[config.mk]
export PLATFORM = sky130hd
export DESIGN_NAME = irqagg_top
export DESIGN_NICKNAME = d
export VERILOG_FILES = /design/src/rtl/irqagg_pkg.sv /design/src/rtl/irqagg_map.sv /design/src/rtl/irqagg_blk.sv /design/src/rtl/irqagg_dec.sv /design/src/rtl/irqagg_top.sv
export SDC_FILE = /design/constraint.sdc
export NUM_CORES = 1
export LEC_CHECK = 0
export BUFFER_PORTS_ARGS = -buffer_cell sky130_fd_sc_hd__buf_2
export CAP_MARGIN = 20
export CORE_AREA = 2 2 83 85
export CTS_CLUSTER_DIAMETER = 60
export DETAILED_ROUTE_END_ITERATION = 12
export DIE_AREA = 0 0 85 87
export PLACE_DENSITY = 0.69
export REMOVE_ABC_BUFFERS = 1
export SLEW_MARGIN = 20
export SYNTH_ARGS = -nofsm -noshare
export SYNTH_HDL_FRONTEND = slang
export SYNTH_SLANG_ARGS = --single-unit
[constraint.sdc]
create_clock -name clk -period 3.1 [get_ports clk]
set_input_delay 0.62 -clock clk [delete_from_list [all_inputs] [get_ports clk]]
set_output_delay 0.62 -clock clk [all_outputs]
set_load 0.005 [all_outputs]
[src/rtl/irqagg_pkg.sv]
package irqagg_pkg;

  localparam int STAT_W = 8;

  typedef enum logic [1:0] {
    SP_REG   = 2'd0,
    SP_IDENT = 2'd1,
    SP_ACK   = 2'd2,
    SP_MEM   = 2'd3
  } space_e;

  localparam int FLAG_TX  = 0;
  localparam int FLAG_RX  = 1;
  localparam int FLAG_BRK = 2;

  localparam logic [4:0] LOC_INTREG = 5'h0A;

  // status bit of a flag: odd channels sit one nibble up
  function automatic int unsigned flag_pos(input int unsigned ch, input int unsigned flag);
    return (ch % 2) * 4 + flag;
  endfunction

  // clear dominates set, untouched bits hold
  function automatic logic [STAT_W-1:0] next_flags(input logic [STAT_W-1:0] cur,
                                                   input logic [STAT_W-1:0] set_v,
                                                   input logic [STAT_W-1:0] clr_v);
    return (cur | set_v) & ~clr_v;
  endfunction

  function automatic logic masked_any(input logic [STAT_W-1:0] st, input logic [STAT_W-1:0] mk);
    return |(st & mk);
  endfunction

endpackage

[src/rtl/irqagg_map.sv]
module irqagg_map
  import irqagg_pkg::*;
#(
  parameter int NUM_BLOCKS = 4,
  localparam int NUM_CH = 2 * NUM_BLOCKS
) (
  input  logic [NUM_CH-1:0]                     tx_set,
  input  logic [NUM_CH-1:0]                     tx_clr,
  input  logic [NUM_CH-1:0]                     rx_set,
  input  logic [NUM_CH-1:0]                     rx_clr,
  input  logic [NUM_CH-1:0]                     brk_set,
  input  logic [NUM_CH-1:0]                     brk_clr,
  output logic [NUM_BLOCKS-1:0][STAT_W-1:0]     set_vec,
  output logic [NUM_BLOCKS-1:0][STAT_W-1:0]     clr_vec
);

  always_comb begin
    set_vec = '0;
    clr_vec = '0;
    for (int c = 0; c < NUM_CH; c++) begin
      set_vec[c/2][flag_pos(c, FLAG_TX)]  = tx_set[c];
      set_vec[c/2][flag_pos(c, FLAG_RX)]  = rx_set[c];
      set_vec[c/2][flag_pos(c, FLAG_BRK)] = brk_set[c];
      clr_vec[c/2][flag_pos(c, FLAG_TX)]  = tx_clr[c];
      clr_vec[c/2][flag_pos(c, FLAG_RX)]  = rx_clr[c];
      clr_vec[c/2][flag_pos(c, FLAG_BRK)] = brk_clr[c];
    end
  end

endmodule

[src/rtl/irqagg_blk.sv]
module irqagg_blk
  import irqagg_pkg::*;
(
  input  logic              clk,
  input  logic              rst_n,
  input  logic [STAT_W-1:0] set_vec,
  input  logic [STAT_W-1:0] clr_vec,
  input  logic              mask_we,
  input  logic [STAT_W-1:0] mask_wdata,
  output logic [STAT_W-1:0] status_q,
  output logic [STAT_W-1:0] mask_q,
  output logic              pend
);

  always_ff @(posedge clk) begin
    if (!rst_n) begin
      status_q <= '0;
      mask_q   <= '0;
    end else begin
      status_q <= next_flags(status_q, set_vec, clr_vec);
      if (mask_we) mask_q <= mask_wdata;
    end
  end

  assign pend = masked_any(status_q, mask_q);

endmodule

[src/rtl/irqagg_dec.sv]
module irqagg_dec
  import irqagg_pkg::*;
#(
  parameter int NUM_BLOCKS = 4,
  parameter int ADDR_W     = 8,
  localparam int BSW       = (NUM_BLOCKS > 1) ? $clog2(NUM_BLOCKS) : 1,
  localparam int NUM_LINES = NUM_BLOCKS / 2
) (
  input  logic                  host_wr,
  input  logic                  host_rd,
  input  logic [1:0]            host_space,
  input  logic [ADDR_W-1:0]     host_addr,
  output logic [NUM_BLOCKS-1:0] mask_we,
  output logic [BSW-1:0]        sel_blk,
  output logic                  stat_rd,
  output logic                  vec_we,
  output logic                  ack_rd,
  output logic                  ack_hit
);

  space_e sp;
  logic   reg_hit;

  assign sp      = space_e'(host_space);
  assign sel_blk = host_addr[5 +: BSW];
  assign reg_hit = (sp == SP_REG) &&
                   ((host_addr >> (5 + BSW)) == '0) &&
                   (host_addr[4:0] == LOC_INTREG);

  for (genvar b = 0; b < NUM_BLOCKS; b++) begin : g_we
    assign mask_we[b] = host_wr && reg_hit && (sel_blk == BSW'(b));
  end

  assign stat_rd = host_rd && reg_hit;
  assign vec_we  = host_wr && ((sp == SP_IDENT) || (sp == SP_MEM)) &&
                   (host_addr == ADDR_W'(1));
  assign ack_rd  = host_rd && (sp == SP_ACK);
  assign ack_hit = ack_rd && !host_addr[0] &&
                   ((host_addr >> 1) < ADDR_W'(NUM_LINES));

endmodule

[src/rtl/irqagg_top.sv]
module irqagg_top
  import irqagg_pkg::*;
#(
  parameter int NUM_BLOCKS = 4,
  parameter int ADDR_W     = 8,
  localparam int NUM_CH    = 2 * NUM_BLOCKS,
  localparam int NUM_LINES = NUM_BLOCKS / 2,
  localparam int BSW       = (NUM_BLOCKS > 1) ? $clog2(NUM_BLOCKS) : 1
) (
  input  logic                 clk,
  input  logic                 rst_n,
  input  logic [NUM_CH-1:0]    tx_set,
  input  logic [NUM_CH-1:0]    tx_clr,
  input  logic [NUM_CH-1:0]    rx_set,
  input  logic [NUM_CH-1:0]    rx_clr,
  input  logic [NUM_CH-1:0]    brk_set,
  input  logic [NUM_CH-1:0]    brk_clr,
  input  logic                 host_wr,
  input  logic                 host_rd,
  input  logic [1:0]           host_space,
  input  logic [ADDR_W-1:0]    host_addr,
  input  logic [STAT_W-1:0]    host_wdata,
  output logic [STAT_W-1:0]    host_rdata,
  output logic [NUM_LINES-1:0] irq_line
);

  logic [NUM_BLOCKS-1:0][STAT_W-1:0] set_vec, clr_vec;
  logic [NUM_BLOCKS-1:0][STAT_W-1:0] blk_status, blk_mask;
  logic [NUM_BLOCKS-1:0]             blk_pend;
  logic [NUM_BLOCKS-1:0]             dec_mask_we;
  logic [BSW-1:0]                    dec_sel_blk;
  logic                              dec_stat_rd, dec_vec_we, dec_ack_rd, dec_ack_hit;
  logic [NUM_LINES-1:0]              line_next;
  logic [STAT_W-1:0]                 vec_q;
  logic [STAT_W-1:0]                 rdata_d;

  irqagg_map #(.NUM_BLOCKS(NUM_BLOCKS)) u_map (
    .tx_set (tx_set),  .tx_clr (tx_clr),
    .rx_set (rx_set),  .rx_clr (rx_clr),
    .brk_set(brk_set), .brk_clr(brk_clr),
    .set_vec(set_vec), .clr_vec(clr_vec)
  );

  irqagg_dec #(.NUM_BLOCKS(NUM_BLOCKS), .ADDR_W(ADDR_W)) u_dec (
    .host_wr   (host_wr),
    .host_rd   (host_rd),
    .host_space(host_space),
    .host_addr (host_addr),
    .mask_we   (dec_mask_we),
    .sel_blk   (dec_sel_blk),
    .stat_rd   (dec_stat_rd),
    .vec_we    (dec_vec_we),
    .ack_rd    (dec_ack_rd),
    .ack_hit   (dec_ack_hit)
  );

  for (genvar b = 0; b < NUM_BLOCKS; b++) begin : g_blk
    irqagg_blk u_blk (
      .clk       (clk),
      .rst_n     (rst_n),
      .set_vec   (set_vec[b]),
      .clr_vec   (clr_vec[b]),
      .mask_we   (dec_mask_we[b]),
      .mask_wdata(host_wdata),
      .status_q  (blk_status[b]),
      .mask_q    (blk_mask[b]),
      .pend      (blk_pend[b])
    );
  end

  // each line ORs the pending state of two neighbouring blocks
  for (genvar l = 0; l < NUM_LINES; l++) begin : g_line
    assign line_next[l] = blk_pend[2*l] | blk_pend[2*l+1];
  end

  always_ff @(posedge clk) begin
    if (!rst_n) begin
      irq_line <= '0;
      vec_q    <= '0;
    end else begin
      irq_line <= line_next;
      if (dec_vec_we) vec_q <= host_wdata;
    end
  end

  always_comb begin
    rdata_d = '0;
    if (dec_stat_rd)      rdata_d = blk_status[dec_sel_blk];
    else if (dec_ack_hit) rdata_d = vec_q;
  end

  always_ff @(posedge clk) begin
    if (!rst_n) host_rdata <= '0;
    else        host_rdata <= rdata_d;
  end

endmodule

Word level (Yosys, flattened, before mapping):

Index checks and enable logic that the tools add are counted.

* order comparisons: 2
* equality and inequality tests: 8
* mux-type cells: 4
* bitwise gates (word level): 18
* reductions and logical operators: 22

Operator list (count)
* 8-bit AND: 8
* 7-bit inverter with 8-bit output: 4
* 8-bit by 7-bit bitwise OR with 8-bit output: 4
* 8-bit OR reduction: 4
* 8-bit two-way mux: 3
* 8-bit binary-select mux with 2-bit select: 1
* 1-bit logical AND: 13
* 2-bit equality test (second input constant): 4
* 8-bit by 1-bit equality test with 1-bit output (second input constant): 1
* 8-bit logical NOT: 1
* 7-bit by 2-bit < comparator with 1-bit output (second input constant): 1
* 5-bit by 4-bit equality test with 1-bit output (second input constant): 1
* 2-bit by 1-bit equality test with 1-bit output (second input constant): 2
* 2-bit logical NOT: 2
* 2-bit by 3-bit < comparator with 1-bit output (second input constant): 1
* 1-bit bitwise OR: 2
* 1-bit logical NOT: 1
* 1-bit logical OR: 1

* bits in registers: 82
* output and inout port bits: 10

Logic depth before layout (Yosys ltp):

* depth in word-level cells: 6
* gate-level depth with buffers: 4
* depth with buffers taken out: 3

Hierarchy:

From an unflattened synthesis, not the netlist that was laid out.

* cells, all modules: 382
* area, all modules: 3902.5 um^2

Modules (own cells, without submodules)
* irqagg_blk: instances 4, cells each 55, area an instance 605.6 um^2, seq. area each 320.3 um^2
* irqagg_top: instances 1, cells each 76, area an instance 844.6 um^2, seq. area each 360.3 um^2
* irqagg_map: instances 1, cells each 65, area an instance 484.2 um^2, seq. area each 0.0 um^2
* irqagg_dec: instances 1, cells each 21, area an instance 151.4 um^2, seq. area each 0.0 um^2

Worst setup path before layout:

No wires, ideal clock.

* path kind: input-to-reg
* from: in host_addr[6]
* to: reg g_blk[2].u_blk.mask_q[0]
* setup time: 0.125 ns
* data arrival time: 1.487 ns
* setup slack: 1.488 ns
* cell stages on the path: 4
* buffers on the path: 1
* path through: clkbuf_1 > nor2b_1 > nand4_2 > mux2i_1

* longest elaborated chain between the ends: 2

Ends and longest elaborated chain
* start, declared: line irqagg_top.sv:21 `input logic [ADDR_W-1:0] host_addr,`
* 2-bit equality test: line irqagg_dec.sv:31 `assign mask_we[b] = host_wr && reg_hit && (sel_blk == BSW'(b));`
* 1-bit logical AND: line irqagg_dec.sv:31
* end signal, assigned: line irqagg_blk.sv:21 `if (mask_we) mask_q <= mask_wdata;`
* end, declared: line irqagg_blk.sv:11 `output logic [STAT_W-1:0] mask_q,`

Every way passes these cells.
A chain may end at the register's enable or synchronous reset.

Worst setup path in the final report:

* from: in host_space[0]
* to: reg host_rdata[5]

* longest elaborated chain between the ends: 6

Ends and longest elaborated chain
* start, declared: line irqagg_top.sv:20 `input logic [1:0] host_space,`
* 2-bit equality test: line irqagg_dec.sv:37 `assign ack_rd = host_rd && (sp == SP_ACK);`
* 1-bit logical AND: line irqagg_dec.sv:37
* 1-bit logical AND (2 in a row): line irqagg_dec.sv:38 `assign ack_hit = ack_rd && !host_addr[0] &&`
* 8-bit two-way mux: line irqagg_top.sv:89 `else if (dec_ack_hit) rdata_d = vec_q;`
* 8-bit two-way mux *: line irqagg_top.sv:88 `if (dec_stat_rd) rdata_d = blk_status[dec_sel_blk];`
* end signal, assigned: line irqagg_top.sv:94 `else host_rdata <= rdata_d;`
* end, declared: line irqagg_top.sv:23 `output logic [STAT_W-1:0] host_rdata,`

Mark *: on every way between the ends. The rest lies on a longest branch, timed or not.

==> results.cfg <==
[outcome]
status = completed

[setup_path]
end_kind = register
path_cells = buf_2 > nor4bb_1 > nand4_1 > o22ai_1
critPathKind = in -> reg
crit_fanout = 8
start_kind = primary input
critPathRequiredTime_ns = 3.37
critPathArrivalTime_ns = 1.92
worst_path_largest_cell_delay_ns = 0.50
crit_slowest_cell = nor4bb_1

[timing]
tns_ns = 0
clock_skew_ns = 0.00569
period_share_pct = 53.3
fmax_mhz = 605
timing.final.hold_violations = 0
tightest_slew_ns = 0.750
slew_headroom_pct = 49.7
drv_slew = 0
setup_ws_ns = 1.45
finalSetupViolCount = 0
rsz0062_at_grt = no
timing.final.crit_period_ns = 1.65
hold_slack_ns = 0.423

[floorplanning]
die_y_um = 87
pin_count = 80
initial_core_util_pct = 38.8
die_x_um = 85
core-area_sq_um = 6570
core.rowCount = 30
die-area_sq_um = 7400

[synth]
synth_top_area_share_pct = 51.9
synth_warnings = 0
syn_area_per_cell_sq_um = 9.99
synth_top_cell_by_area = dfxtp_1
ys_async_sr_fraction_pct = 0
synth_area_leaders = dfxtp_1 52%, mux2i_1 13%, nand2_1 5.9%, mux4_2 5.3%, nor3_1 4.7%
synth_area_sq_um = 2550
yosys.cell_types.count = 23
ys_ff_latch = 66
yosysMostFrequentCell = dfxtp_1
synth_common_cells = 66 x dfxtp_1, 40 x nand2_1, 32 x mux2i_1, 27 x nor2_1, 24 x nor3_1
ys_seq_area_share_pct = 51.9
ys.flop_type = dfxtp_1
syn_inst = 255
synth_edf_count = 0

[detailed_routing]
viasPerCell = 4.99
drt_first_iter_violations = 109
ant_nets = 0
first_pass_iters = 4
wire_per_inst_um = 14.1
drc = 0
vias = 2107
wl_mm = 5.94

[clock_network]
cts_buffer_depth = 2
cts_tree = yes
cts_buffers = 9
path_clk_slew_ns = 0.07
cts_hold_buf = 0
cts_htree_levels = 3
clockRootBuffer = clkbuf_8
postCtsSetupRepairBufs = 0
postCtsResizedCells = 0
clock_sinks = 66
clk_latency_ns = 0.34

[pwr]
vdd_drop_max_mv = 0.248
p_per_area_nw_per_um2 = 525
power_uw = 1680
p_leak_uw = 0.00154

[placement]
portBuffers = 79
gp_congestion = 0.825
pre_cts_slack_ns = 1.05
dp.cells = 406
hpwl_mm = 4.54

[hold_path]
hp-class = in -> reg

[grt]
grt-ovfl-total = 0
grt_first_pass_wirelength_mm = 9.85
grt_usage_pct = 17.6
antenna_found_initial = 0
grt_pass1_vias = 2054
grt_max_degree = 41

[cells_and_area]
syn_to_final_growth_pct = 25.7
nets = 407
stdcell_count = 422
diodes = 0
drive_gt1_share_pct = 31.3

[run]
maxCapViolCount = 0
[sequential cells by signal, summed over array words and instances, names as in the netlist]
signal,flops
g_blk.u_blk.mask_q,24
irq_line,2
g_blk.u_blk.status_q,24
host_rdata,8
vec_q,8
[cells in the final DEF, fill, tap and decap left out]
cell        instances
a221oi_1            6
a22o_1              6
a31oi_1             2
and3_1              1
and4b_1             1
buf_2              79
buf_4               2
bufinv_16           1
clkbuf_1            2
clkbuf_8            9
clkinv_1            1
clkinv_2            2
clkinvlp_4          2
dfxtp_1            66
inv_1              14
mux2i_1            32
mux4_2              6
nand2_1            40
nand3_2             2
nand4_1             2
nand4_2             3
nor2_1             27
nor2b_1             2
nor3_1             24
nor4_1              1
nor4_4              1
nor4bb_1            2
o22ai_1             6
[cell type report]
cell class                 instances  area, sq um
timing repair buffer              81          410
clock inverter                     5         55.1
sequential                        66         1320
multi-input combinational        164         1130
tap                               80          100
clock buffer                      11          131
inverter                          15         56.3
fill                             638         3370
[worst max-delay path: cells and delay by family]
family	cells	cell delay [ns]
AND/OR/NAND/NOR	2	0.90
AO/OA/AOI/OAI	1	0.27
buffers and inverters	1	0.13
[per-stage QoR]
stage / instance area (sq um) / utilization [%]
final: 3200 / 48.8
after global routing: 3200 / 48.8
after CTS: 3200 / 48.8
after detailed placement: 3020 / 45.9
after global placement: 3020 / 45.9
after floorplan: 2510 / -
[metal layers]
layer	global-route usage [%]	share of wire [%]	wire, um
met2	26.9	46	2710
met1	23.3	47	2790
met4	7.36	1.7	103
met5	0	0	0
met3	5.12	5.8	343
[cells by family after synthesis]
kind of cell           synth area share (%)
and+or+nand+nor                        20.3
DFF                                    51.9
muxes                                  17.9
buffers and inverters                  3.83
AOI/OAI and AO/OA                      6.09
[final timing paths]
check | from | endpoint | slack [ns] | depth (start not counted)
setup / recovery | host_space[0] | host_rdata[5] | 1.45 | 4
hold / removal | brk_clr[5] | g_blk[2].u_blk.status_q[6] | 0.42 | 2
setup reg to reg | g_blk[3].u_blk.status_q[5] | irq_line[1] | 1.98 | 3
hold reg to reg | vec_q[7] | host_rdata[7] | 0.43 | 2
[report_power, final]
group          internal, uW  leakage (uW)  total, uW  switching, uW
clock network           369     0.0000893        687            318
logic                  57.6      0.000913        117           59.6
registers               863      0.000536        877           13.9
total                  1290       0.00154       1680            392
Note: power is estimated with default switching activity, not from simulation.
